## src/rtl/bpm_pkg.sv

```systemverilog
package bpm_pkg;

    localparam int VAL_W        = 64;
    localparam int CTXID_W      = 32;
    localparam int VMID_W       = 8;
    localparam int VMID_LSB     = 32;
    localparam int TYPE_W       = 4;
    localparam int LBN_W        = 4;
    localparam int CTL_EN_BIT   = 0;
    localparam int CTL_LBN_LSB  = 16;
    localparam int CTL_TYPE_LSB = 20;

    typedef enum logic [2:0] {
        KIND_NONE,
        KIND_ADDR,
        KIND_MISM,
        KIND_CTX,
        KIND_VMID,
        KIND_VMCTX
    } bp_kind_e;

    typedef struct packed {
        logic              en;
        logic [TYPE_W-1:0] btype;
        logic [LBN_W-1:0]  lbn;
    } bp_ctrl_t;

    typedef struct packed {
        bp_kind_e kind;
        logic     linked;
    } bp_dec_t;

    // Base kind from type bits 3:1, link enable from bit 0.
    function automatic bp_dec_t decode_type(input logic [TYPE_W-1:0] t, input logic aware);
        bp_dec_t           d;
        logic [TYPE_W-1:0] e;
        e = aware ? t : {{(TYPE_W-1){1'b0}}, t[0]};
        d.linked = e[0];
        case (e[TYPE_W-1:1])
            3'b000:  d.kind = KIND_ADDR;
            3'b001:  d.kind = KIND_CTX;
            3'b010:  d.kind = KIND_MISM;
            3'b100:  d.kind = KIND_VMID;
            3'b101:  d.kind = KIND_VMCTX;
            default: d.kind = KIND_NONE;
        endcase
        return d;
    endfunction

    function automatic logic is_ctx_kind(input bp_kind_e k);
        return (k == KIND_CTX) || (k == KIND_VMID) || (k == KIND_VMCTX);
    endfunction

endpackage

```

## src/rtl/bp_regs.sv

```systemverilog
module bp_regs
    import bpm_pkg::*;
#(
    parameter int NUM_BP = 6,
    parameter int IDX_W  = 3
) (
    input  logic                         clk,
    input  logic                         rst,
    input  logic                         cfg_we,
    input  logic                         cfg_sel_ctrl,
    input  logic [IDX_W-1:0]             cfg_idx,
    input  logic [VAL_W-1:0]             cfg_wdata,
    output bp_ctrl_t [NUM_BP-1:0]        ctrl_o,
    output logic [NUM_BP-1:0][VAL_W-1:0] val_o
);

    for (genvar g = 0; g < NUM_BP; g++) begin : g_entry
        logic hit;
        assign hit = cfg_we && (cfg_idx == IDX_W'(g));

        always_ff @(posedge clk) begin
            if (rst) begin
                ctrl_o[g] <= '0;
                val_o[g]  <= '0;
            end else if (hit) begin
                if (cfg_sel_ctrl) begin
                    ctrl_o[g].en    <= cfg_wdata[CTL_EN_BIT];
                    ctrl_o[g].btype <= cfg_wdata[CTL_TYPE_LSB +: TYPE_W];
                    ctrl_o[g].lbn   <= cfg_wdata[CTL_LBN_LSB +: LBN_W];
                end else begin
                    val_o[g] <= cfg_wdata;
                end
            end
        end
    end

endmodule

```

## src/rtl/bp_cond.sv

```systemverilog
module bp_cond
    import bpm_pkg::*;
#(
    parameter int NUM_BP  = 6,
    parameter int NUM_CTX = 2,
    parameter int ADDR_W  = 64
) (
    input  logic [NUM_BP-1:0]             en,
    input  logic [NUM_BP-1:0][TYPE_W-1:0] btype,
    input  logic [NUM_BP-1:0][VAL_W-1:0]  val,
    input  logic [ADDR_W-1:0]             obs_addr,
    input  logic [CTXID_W-1:0]            obs_ctxid,
    input  logic [VMID_W-1:0]             obs_vmid,
    input  logic                          regime64,
    input  logic                          halt_en,
    input  logic                          halt_ok,
    output bp_dec_t [NUM_BP-1:0]          dec_o,
    output logic [NUM_BP-1:0]             own_hit_o,
    output logic [NUM_BP-1:0]             qual_o
);

    localparam int FIRST_AWARE = NUM_BP - NUM_CTX;

    logic force_equal;
    assign force_equal = regime64 || (halt_en && halt_ok);

    for (genvar g = 0; g < NUM_BP; g++) begin : g_cmp
        localparam logic AWARE = (g >= FIRST_AWARE);
        logic addr_eq, cid_eq, vm_eq;

        assign dec_o[g] = decode_type(btype[g], AWARE);
        assign addr_eq  = (val[g][ADDR_W-1:0] == obs_addr);
        assign cid_eq   = (val[g][CTXID_W-1:0] == obs_ctxid);
        assign vm_eq    = (val[g][VMID_LSB +: VMID_W] == obs_vmid);

        always_comb begin
            case (dec_o[g].kind)
                KIND_ADDR:  own_hit_o[g] = addr_eq;
                KIND_MISM:  own_hit_o[g] = force_equal ? addr_eq : !addr_eq;
                KIND_CTX:   own_hit_o[g] = cid_eq;
                KIND_VMID:  own_hit_o[g] = vm_eq;
                KIND_VMCTX: own_hit_o[g] = cid_eq && vm_eq;
                default:    own_hit_o[g] = 1'b0;
            endcase
        end

        assign qual_o[g] = en[g] && is_ctx_kind(dec_o[g].kind) && own_hit_o[g];
    end

endmodule

```

## src/rtl/bp_link.sv

```systemverilog
module bp_link
    import bpm_pkg::*;
#(
    parameter int NUM_BP = 6
) (
    input  logic [NUM_BP-1:0]            en,
    input  logic [NUM_BP-1:0][LBN_W-1:0] lbn,
    input  bp_dec_t [NUM_BP-1:0]         dec,
    input  logic [NUM_BP-1:0]            own_hit,
    input  logic [NUM_BP-1:0]            qual,
    output logic [NUM_BP-1:0]            fire_o
);

    for (genvar g = 0; g < NUM_BP; g++) begin : g_link
        logic sel_qual;
        logic cond;

        // Index-selected qualifier; an index beyond the bank selects nothing.
        always_comb begin
            sel_qual = 1'b0;
            for (int j = 0; j < NUM_BP; j++) begin
                if (lbn[g] == LBN_W'(j)) sel_qual = qual[j];
            end
        end

        always_comb begin
            case (dec[g].kind)
                KIND_ADDR, KIND_MISM:
                    cond = dec[g].linked ? (own_hit[g] && sel_qual) : own_hit[g];
                KIND_CTX, KIND_VMID, KIND_VMCTX:
                    cond = !dec[g].linked && own_hit[g];
                default:
                    cond = 1'b0;
            endcase
        end

        assign fire_o[g] = en[g] && cond;
    end

endmodule

```

## src/rtl/bp_match_unit.sv

```systemverilog
module bp_match_unit
    import bpm_pkg::*;
#(
    parameter int NUM_BP  = 6,
    parameter int NUM_CTX = 2,
    parameter int ADDR_W  = 64,
    localparam int IDX_W  = (NUM_BP > 1) ? $clog2(NUM_BP) : 1
) (
    input  logic               clk,
    input  logic               rst,
    input  logic               cfg_we,
    input  logic               cfg_sel_ctrl,
    input  logic [IDX_W-1:0]   cfg_idx,
    input  logic [VAL_W-1:0]   cfg_wdata,
    input  logic               obs_valid,
    input  logic [ADDR_W-1:0]  obs_addr,
    input  logic [CTXID_W-1:0] obs_ctxid,
    input  logic [VMID_W-1:0]  obs_vmid,
    input  logic               regime64,
    input  logic               halt_en,
    input  logic               halt_ok,
    output logic [NUM_BP-1:0]  bp_event
);

    bp_ctrl_t [NUM_BP-1:0]             ctrl_q;
    logic [NUM_BP-1:0][VAL_W-1:0]      val_q;
    logic [NUM_BP-1:0]                 en_w;
    logic [NUM_BP-1:0][TYPE_W-1:0]     btype_w;
    logic [NUM_BP-1:0][LBN_W-1:0]      lbn_w;
    bp_dec_t [NUM_BP-1:0]              dec_w;
    logic [NUM_BP-1:0]                 own_hit_w;
    logic [NUM_BP-1:0]                 qual_w;
    logic [NUM_BP-1:0]                 fire_w;

    bp_regs #(.NUM_BP(NUM_BP), .IDX_W(IDX_W)) u_regs (
        .clk          (clk),
        .rst          (rst),
        .cfg_we       (cfg_we),
        .cfg_sel_ctrl (cfg_sel_ctrl),
        .cfg_idx      (cfg_idx),
        .cfg_wdata    (cfg_wdata),
        .ctrl_o       (ctrl_q),
        .val_o        (val_q)
    );

    for (genvar g = 0; g < NUM_BP; g++) begin : g_split
        assign en_w[g]    = ctrl_q[g].en;
        assign btype_w[g] = ctrl_q[g].btype;
        assign lbn_w[g]   = ctrl_q[g].lbn;
    end

    bp_cond #(.NUM_BP(NUM_BP), .NUM_CTX(NUM_CTX), .ADDR_W(ADDR_W)) u_cond (
        .en        (en_w),
        .btype     (btype_w),
        .val       (val_q),
        .obs_addr  (obs_addr),
        .obs_ctxid (obs_ctxid),
        .obs_vmid  (obs_vmid),
        .regime64  (regime64),
        .halt_en   (halt_en),
        .halt_ok   (halt_ok),
        .dec_o     (dec_w),
        .own_hit_o (own_hit_w),
        .qual_o    (qual_w)
    );

    bp_link #(.NUM_BP(NUM_BP)) u_link (
        .en      (en_w),
        .lbn     (lbn_w),
        .dec     (dec_w),
        .own_hit (own_hit_w),
        .qual    (qual_w),
        .fire_o  (fire_w)
    );

    always_ff @(posedge clk) begin
        if (rst) bp_event <= '0;
        else     bp_event <= obs_valid ? fire_w : '0;
    end

endmodule

```

## config.mk

```make
export PLATFORM = sky130hd
export DESIGN_NAME = bp_match_unit
export DESIGN_NICKNAME = d
export VERILOG_FILES = /design/src/rtl/bpm_pkg.sv /design/src/rtl/bp_regs.sv /design/src/rtl/bp_cond.sv /design/src/rtl/bp_link.sv /design/src/rtl/bp_match_unit.sv
export SDC_FILE = /design/constraint.sdc
export NUM_CORES = 1
export LEC_CHECK = 0
export BUFFER_PORTS_ARGS = -buffer_cell sky130_fd_sc_hd__buf_2
export CAP_MARGIN = 20
export CORE_MARGIN = 2
export CORE_UTILIZATION = 45
export CTS_CLUSTER_SIZE = 30
export DETAILED_ROUTE_END_ITERATION = 12
export GPL_TIMING_DRIVEN = 0
export SLEW_MARGIN = 20
export SYNTH_ARGS = -nofsm -noshare
export SYNTH_HDL_FRONTEND = slang
export SYNTH_SLANG_ARGS = --single-unit
```

## constraint.sdc

```tcl
create_clock -name clk -period 2.8 [get_ports clk]
set_input_delay 0.56 -clock clk [delete_from_list [all_inputs] [get_ports clk]]
set_output_delay 0.56 -clock clk [all_outputs]
set_load 0.01 [all_outputs]
```

* Word level (Yosys, flattened, before mapping)
Cells that the tools add are included.
W data, S select, Z words.
** Storage, ports and cells
- Word-level logic and storage cells :: 154
- Bits of input ports :: 179
- Register bits :: 432
- Output and inout bits :: 6
** Cells by class
- Bitwise operators :: 2
- Equal/unequal tests :: 45
- Muxes and demuxes :: 26
- Reductions and logical operators :: 56
** Operators with widths (number)
- $eq A64 B64 Y1 :: 6
- $eq A32 B32 Y1 :: 2
- $eq A4 B3 Y1 const B :: 12
- $eq A3 B3 Y1 const B :: 10
- $pmux W3 S5 :: 2
- $logic_and A1 B1 Y1 :: 27
- $eq A3 B2 Y1 const B :: 8
- $reduce_and A2 Y1 :: 12
- $mux W1 :: 20
- $eq A8 B8 Y1 :: 2
- $eq A3 B1 Y1 const B :: 5
- $pmux W1 S5 :: 2
- $logic_not A3 Y1 :: 3
- $reduce_or A2 Y1 :: 3
- $reduce_or A3 Y1 :: 2
- $logic_or A1 B1 Y1 :: 5
- $logic_not A1 Y1 :: 4
- $pmux W1 S2 :: 2
- $not A1 Y1 :: 2

* Depth between registers and ports, before layout
Gate-level depths: netlist of run 1.
- Word-level depth :: 13
- Mapped depth :: 8
- Gate-level depth less buffers :: 7

* Cells and area by module
A second synthesis of run 1 with hierarchy kept.
** Second synthesis, totals
- Cells, all modules :: 2344
- Area total of the unflattened synthesis :: 23895.4 um2
** By module, submodules not included
- bp_regs :: seq. area each 8768.4 um2, cells each 1509, times used 1, area each 17159.0 um2
- bp_cond :: seq. area each 0.0 um2, cells each 751, times used 1, area each 6060.8 um2
- bp_link :: seq. area each 0.0 um2, cells each 72, times used 1, area each 503.0 um2
- bp_match_unit :: seq. area each 120.1 um2, cells each 12, times used 1, area each 172.7 um2

* Worst setup path before layout of run 1
No wires, ideal clock.
- Path type :: input -> register
- Start point :: in obs_addr[22]
- End point :: reg bp_event[2]
- Data arrival time :: 2.094 ns
- Data required time :: 2.730 ns
- Stages :: 8
- Path buffers :: 1
- Slack :: 0.636 ns
- Library setup time :: 0.070 ns
- Path through :: clkbuf_1 > xor2_1 > nor4_2 > nand4_1 > or4_1 > nor4_1 > nand4_1 > a21oi_1
** On the way
- Cells in the longest elaborated chain, start to end :: 10
- Elaborated cells on any way between the ends :: 16
- Classes of those cells :: 3 x eq/ne; 7 x mux; 6 x reduce/logical
** Ends and longest elaborated chain
- start: declaration :: line bp_match_unit.sv:16 : input logic [ADDR_W-1:0] obs_addr,
- $eq A64 B64 Y1 :: line bp_cond.sv:32 : assign addr_eq = (val[g][ADDR_W-1:0] == obs_addr);
- $logic_not A1 Y1 :: line bp_cond.sv:39 : KIND_MISM: own_hit_o[g] = force_equal ? addr_eq : !addr_eq;
- $mux W1 :: line bp_cond.sv:39
- $pmux W1 S5 :: line bp_cond.sv:37 : case (dec_o[g].kind)
- $logic_and A1 B1 Y1 :: line bp_cond.sv:47 : assign qual_o[g] = en[g] && is_ctx_kind(dec_o[g].kind) && own_hit_o[g];
- $mux W1 (2 in a row) :: line bp_link.sv:22 : if (lbn[g] == LBN_W'(j)) sel_qual = qual[j];
- $logic_and A1 B1 Y1 :: line bp_link.sv:29 : cond = dec[g].linked ? (own_hit[g] && sel_qual) : own_hit[g];
- $mux W1 * :: line bp_link.sv:29
- $logic_and A1 B1 Y1 * :: line bp_link.sv:37 : assign fire_o[g] = en[g] && cond;
- end signal: assignment :: line bp_match_unit.sv:78 : else bp_event <= obs_valid ? fire_w : '0;
- end: declaration :: line bp_match_unit.sv:22 : output logic [NUM_BP-1:0] bp_event
Every way passes the cells marked *; elsewhere a longest branch is shown, timed or not.
A chain may end at the register's enable or synchronous reset.

* Final worst setup path of run 1
- Start point :: in obs_addr[62]
- End point :: reg bp_event[2]
The elaborated chain is that of the path after synthesis.

==> key figures, run 1 <==
Setup path
  • Max incr delay on CP: 0.55 ns
  • CP Cell Sequence: clkbuf_1, xnor2_2, nand4_1, or4_4, nor4_4, nand4_1, a21oi_1
  • Worst path top cell family by delay: simple AND/OR/NAND/NOR gates
  • Bufs and invs on worst path: 1
  • Worst endpoint required time: 3.32 ns
  • Worst r2r path cells: 7
  • CP max FO: 6
  • Crit path DAT: 3.39 ns
  • Slowest cell on crit path: clkbuf_1
  • CP Launch Type: input port
  • Type of the worst setup path: in2reg
  • Crit. End Element: flop
  • CP most frequent cell: nand4_1
  • Number of cells on the critical path: 7

Global route
  • Vias in the first global route: 17,946
  • First-pass GRT wire length: 133 mm
  • Overflow after GRT: 0
  • Largest net degree at the start of global routing: 13
  • Initial antenna violation count: 2
  • Gr usage total: 40.1%

STA
  • Worst Skew: 0.0164 ns
  • Final Slew Violations: 0
  • Final hold violations: 0
  • Tightest Pin Transition: 1.28 ns
  • Unrepaired setup endpoints after global routing: yes
  • Post-route clock period utilization: 102%
  • Hold Slack: 0.227 ns
  • Fin crit period: 2.86 ns
  • Relative slew margins: 15.0%
  • Final worst setup slack: -0.0646 ns
  • # setup viols final: 2
  • Max Clk Rate: 349 MHz

Die
  • Die X: 217 µm
  • CORE AREA: 0.0452 mm²
  • # rows: 78
  • Die Ht: 217 µm
  • Initial Util: 45.4%
  • Die Area: 0.0473 mm²
  • IO Pins: 185

Min path
  • Min-delay worst type: in2reg
  • Worst hold stages: 3

Finish
  • Commonest non-fill, non-tap cells in the layout: nand2_1, dfxtp_1, a21oi_1, xor2_1, xnor2_1
  • Final #Nets: 2,923
  • Commonest non-fill, non-tap cell in the layout: nand2_1
  • Fillers: 4,412
  • Synth-to-layout area growth: 15.1%
  • Share of cells above drive strength 1: 10.2%

Clock network
  • Clock-pin slew on the worst setup and hold paths: 0.06 ns
  • Clock H-tree levels: 2
  • CTS tree: done
  • Deepest clock path buffer count: 3
  • Number of buffers added for setup after CTS: 0
  • Root Buffer Master: clkbuf_16
  • CTS Sinks: 432
  • Clock latency on the worst-skew pair: 0.60 ns
  • Hold Buf Count CTS: 0
  • Num CTS Buffers: 49

Logic synthesis
  • Post-synth EDFFs: 0
  • Syn Area/Cell: 7.96 µm²
  • Mapped Area: 0.0205 mm²
  • Cell variety after synth: 39
  • Synth Warn #: 0
  • Syn Inst Count: 2,576
  • Post-synth net total: 2,755
  • Area leader, netlist: dfxtp_1
  • Yosys reg bits: 432
  • Register area share after synthesis: 42.2%
  • Commonest register cell after synthesis: dfxtp_1
  • Top area cells in the synthesized netlist: dfxtp_1, nand2_1, xor2_1
  • Async SR Flop Fraction: 0%
  • Synth top area share: 42.2%

Power
  • IR Drop Worst-Case VDD: 0.490 mV
  • Leakage: 0.00830 µW
  • Cell area power density: 604 mW/mm²
  • Total power: 14,300 µW

Route
  • Drt via density: 5.75
  • Via count: 19,463
  • Antenna Nets Post-Route: 0
  • # DRC: 0
  • DRT Pass-1 Iters: 8
  • Total wire length: 96.0 mm
  • DRT iter0 DRCs: 2,174
  • WL per Instance: 28.4 µm

Run
  • MaxCap Viol Count: 0

Status
  • Status: complete, but fails checks
  • Failing checks: setup timing

Place
  • DP Worst Slack: -1.15 ns
  • HPWL after DPL: 74.4 mm
  • GP Congestion: 1.05
  • Number of port buffers: 116
worst paths after layout:
kind	startpoint	slack (ns)	end
worst max-delay path	obs_addr[62]	-0.06	bp_event[2]
worst min-delay path	cfg_wdata[20]	0.23	u_regs.ctrl_o[13]
worst max register to register	u_regs.val_o[150]	-0.06	bp_event[2]
worst min register to register	u_regs.ctrl_o[22]	0.45	bp_event[2]
cell type report:
class                           instances  area [µm²]  share of cell area [%]
Multi-Input combinational cell       1938       11100                    47.2
Sequential cell                       432        8650                    36.7
Clock buffer                           73        1440                    6.09
Buffer                                206         892                    3.78
Tap cell                              600         751                    3.18
Timing Repair Buffer                  117         592                    2.51
Clock inverter                         16         119                   0.504
Antenna cell                            3        7.51                  0.0318
registers in the layout, summed over array words and instances (netlist names):
signal	cells
u_regs.ctrl_o	42
u_regs.val_o	384
bp_event	6
timing repair:
action | in CTS | in global routing
resized for setup | 15 | 17
setup endpoints to repair | 6 | 4
pin swaps | 2 | 7
Yosys cell counts (3+ instances only):
master / number
nand2_1: 774
dfxtp_1: 432
a21oi_1: 392
xor2_1: 236
xnor2_1: 225
clkbuf_1: 153
nand4_1: 72
nor4_1: 70
nor2_1: 57
buf_2: 42
mux2i_1: 42
nand3_1: 9
buf_6: 8
nor3_1: 7
nor3b_1: 7
nor4_2: 5
nor2b_1: 4
o211ai_1: 4
or4_1: 4
xor2_2: 4
buf_1: 3
nand3b_1: 3
o21ai_0: 3
kinds of logic (layout without fill, tap and decap cells):
logic type / after synthesis / after routing / synth area share [%]
AND/OR/NAND/NOR: 1024 / 1024 / 21.3
XOR/XNOR: 465 / 465 / 20.0
flip-flops: 432 / 432 / 42.2
AO/OA/AOI/OAI: 407 / 407 / 10.1
buffers and inverters: 206 / 412 / 4.32
multiplexers: 42 / 42 / 2.05
other: 0 / 3 / 0
through the flow:
step	setup TNS, ns	utilization [%]	cells	area, µm²
3_3_place_gp	-69.88	48.3	3292	21800
4_1_cts	0	52.0	3382	23500
5_1_grt	0	52.2	3383	23600
6_report	-0.125	52.2	3385	23600
2_1_floorplan	0	-	2576	20500
3_5_place_dp	-59.21	48.4	3293	21900
report_power, final:
part	switching, µW	internal [µW]
clock	2770	3640
sequential	68.4	6220
combinational	1140	420
routing by layer:
metal  share of wire, %  up-vias  GRT usage, %
li1                   -     8729             -
met2                 43     1108          59.9
met3                9.7      227          8.12
met4                7.3        0          26.3
met1                 40     9399          52.4
met5                  0        -             0
worst reg2reg max path: stages (launching register included):
cell,delay [ns]
dfxtp_2,0.34
xor2_2,0.20
nor4_2,0.28
nand4_1,0.12
or4_4,0.52
nor4_4,0.52
nand4_1,0.53
a21oi_1,0.27
No activity file was read; power rests on OpenSTA's default activity.
==> run 2, diff against run 1 <==
- CTS_BUF_LIST: unset -> sky130_fd_sc_hd__clkbuf_4 sky130_fd_sc_hd__clkbuf_8
==> key figures, run 2 (synthesized netlist as in run 1, its figures left out) <==
Finish
  • Design area: 0.0236 mm² (about the same)
  • Layout Utilization: 52.3% (was 52.2%)
  • Commonest non-fill, non-tap cells in the layout: nand2_1, dfxtp_1, a21oi_1, xor2_1, xnor2_1 (unchanged)
  • Final #Nets: 2,952 (was 2,923)
  • Share of cells above drive strength 1: 12.1% (was 10.2%)
  • Synth-to-layout area growth: 15.4% (was 15.1%)
  • Top Registers: u_regs.val_o: 384 flops, u_regs.ctrl_o: 42 flops, bp_event: 6 flops (unchanged)
  • Commonest non-fill, non-tap cell in the layout: nand2_1 (unchanged)
  • Max reg flops: 384 (unchanged)
  • Largest register by flop count: u_regs.val_o (unchanged)

STA
  • # setup viols final: 5 (was 2)
  • Fin crit period: 2.86 ns (about the same)
  • Final worst setup slack: -0.0554 ns (was -0.0646 ns)
  • Post-route clock period utilization: 102% (about the same)
  • Relative slew margins: 19.8% (was 15.0%)
  • Final hold violations: 0 (unchanged)
  • Max Clk Rate: 350 MHz (was 349 MHz)
  • Worst Skew: 0.0223 ns (was 0.0164 ns)
  • Unrepaired setup endpoints after global routing: yes (unchanged)
  • Hold Slack: 0.159 ns (was 0.227 ns)
  • Final Slew Violations: 0 (unchanged)
  • Tightest Pin Transition: 1.20 ns (was 1.28 ns)

Run
  • MaxCap Viol Count: 0 (unchanged)

Route
  • Antenna Nets Post-Route: 0 (unchanged)
  • DRT Pass-1 Iters: 8 (unchanged)
  • DRT iter0 DRCs: 2,332 (was 2,174)
  • Drt via density: 5.76 (was 5.75)
  • Total wire length: 96.3 mm (was 96.0 mm)
  • Via count: 19,770 (was 19,463)
  • WL per Instance: 28.0 µm (was 28.4 µm)
  • # DRC: 0 (unchanged)

Setup path
  • Crit. End Element: flop (unchanged)
  • CP max FO: 2 (was 6)
  • Type of the worst setup path: reg2reg (was in2reg)
  • Reg2reg setup slack: -0.06 ns (about the same)
  • Crit path DAT: 3.42 ns (was 3.39 ns)
  • Worst endpoint required time: 3.36 ns (was 3.32 ns)
  • CP Launch Type: flop (was input port)

Global route
  • Vias in the first global route: 18,205 (was 17,946)
  • Largest net degree at the start of global routing: 11 (was 13)
  • Initial antenna violation count: 3 (was 2)
  • Gr usage total: 40.2% (was 40.1%)
  • First-pass GRT wire length: 133 mm (about the same)
  • Overflow after GRT: 0 (unchanged)

Clock network
  • Clock-pin slew on the worst setup and hold paths: 0.06 ns (about the same)
  • Clock latency on the worst-skew pair: 0.68 ns (was 0.60 ns)
  • CTS Sinks: 432 (unchanged)
  • Deepest clock path buffer count: 3 (unchanged)
  • CTS tree: done (unchanged)
  • Num CTS Buffers: 78 (was 49)
  • Number of buffers added for setup after CTS: 0 (unchanged)
  • Clock H-tree levels: 3 (was 2)
  • Root Buffer Master: clkbuf_8 (was clkbuf_16)

Die
  • # rows: 78 (unchanged)
  • Die Ht: 217 µm (unchanged)
  • Die Area: 0.0473 mm² (unchanged)
  • CORE AREA: 0.0452 mm² (unchanged)
  • Die X: 217 µm (unchanged)
  • Initial Util: 45.4% (unchanged)
  • IO Pins: 185 (unchanged)

Power
  • IR Drop Worst-Case VDD: 0.394 mV (was 0.490 mV)
  • Total power: 14,300 µW (about the same)
  • Cell area power density: 603 mW/mm² (was 604 mW/mm²)
  • Leakage: 0.00839 µW (was 0.00830 µW)

Place
  • GP Congestion: 1.05 (unchanged)
  • Placed Area: 0.0219 mm² (unchanged)
  • Number of port buffers: 116 (unchanged)
  • DP Worst Slack: -1.15 ns (unchanged)
  • HPWL after DPL: 74.4 mm (unchanged)

Min path
  • Min-delay worst type: in2reg (unchanged)

Status
  • Failing checks: setup timing (unchanged)
  • Status: complete, but fails checks (unchanged)
[run 2: cell count changes in the layout (fill, tap and decap cells not counted), moves of 8 or more]
cell / change
clkbuf_1: -11
clkbuf_4: +36
clkbuf_16: -49
clkinv_2: -8
clkbuf_8: +82
[run 2: metal layers]
metal | track usage, % | share of wire, % | vias up
li1 | - | - | 8813
met1 | 52.4 | 40 | 9500
met2 | 59.5 | 42 | 1196
met3 | 8.97 | 10 | 261
met4 | 27.1 | 7.8 | 0
met5 | 0 | 0 | -
[run 2: area by class of cell]
type                       instances  area, µm²
fill                            4418      21500
multi-input combinational       1938      11100
sequential                       432       8650
clock buffer                     130       1560
buffer                           206        891
tap                              600        751
timing repair buffer             117        592
clock inverter                     8       76.3
antenna                            3       7.51
[run 2: where the power goes]
| group | internal, µW | switching (µW) |
|---|---|---|
| combinational | 419 | 1140 |
| sequential | 6230 | 68.4 |
| clock | 3600 | 2810 |
| total | 10200 | 4020 |
[run 2: repair_timing]
| action | CTS | global route |
|---|---|---|
| endpoints found under the setup margin | 6 | 2 |
| resized for setup | 13 | 13 |
| pin swaps | 3 | 8 |
| hold buffers | 0 | 0 |
[run 2: worst max-delay path, stage by stage, from the launching register on]
cell,delay [ns]
dfxtp_1,0.32
xor2_1,0.22
nor4_1,0.87
nand4_1,0.28
nor4_2,0.55
xnor2_1,0.19
a21oi_1,0.09
a211oi_1,0.24
[run 2: worst paths after layout]
path	cells past startpoint	startpoint	endpoint
min reg2reg	1	u_regs.ctrl_o[22]	bp_event[2]
max reg2reg	7	u_regs.val_o[315]	bp_event[4]
max	7	u_regs.val_o[315]	bp_event[4]
min	3	cfg_wdata[20]	u_regs.ctrl_o[13]
[run 2: stage by stage]
stage / setup TNS (ns) / std cells
finish: -0.195 / 3434
global route: -0.0465 / 3432
CTS: 0 / 3431
detailed placement: -59.21 / 3293
global placement: -69.88 / 3292
floorplan: 0 / 2576
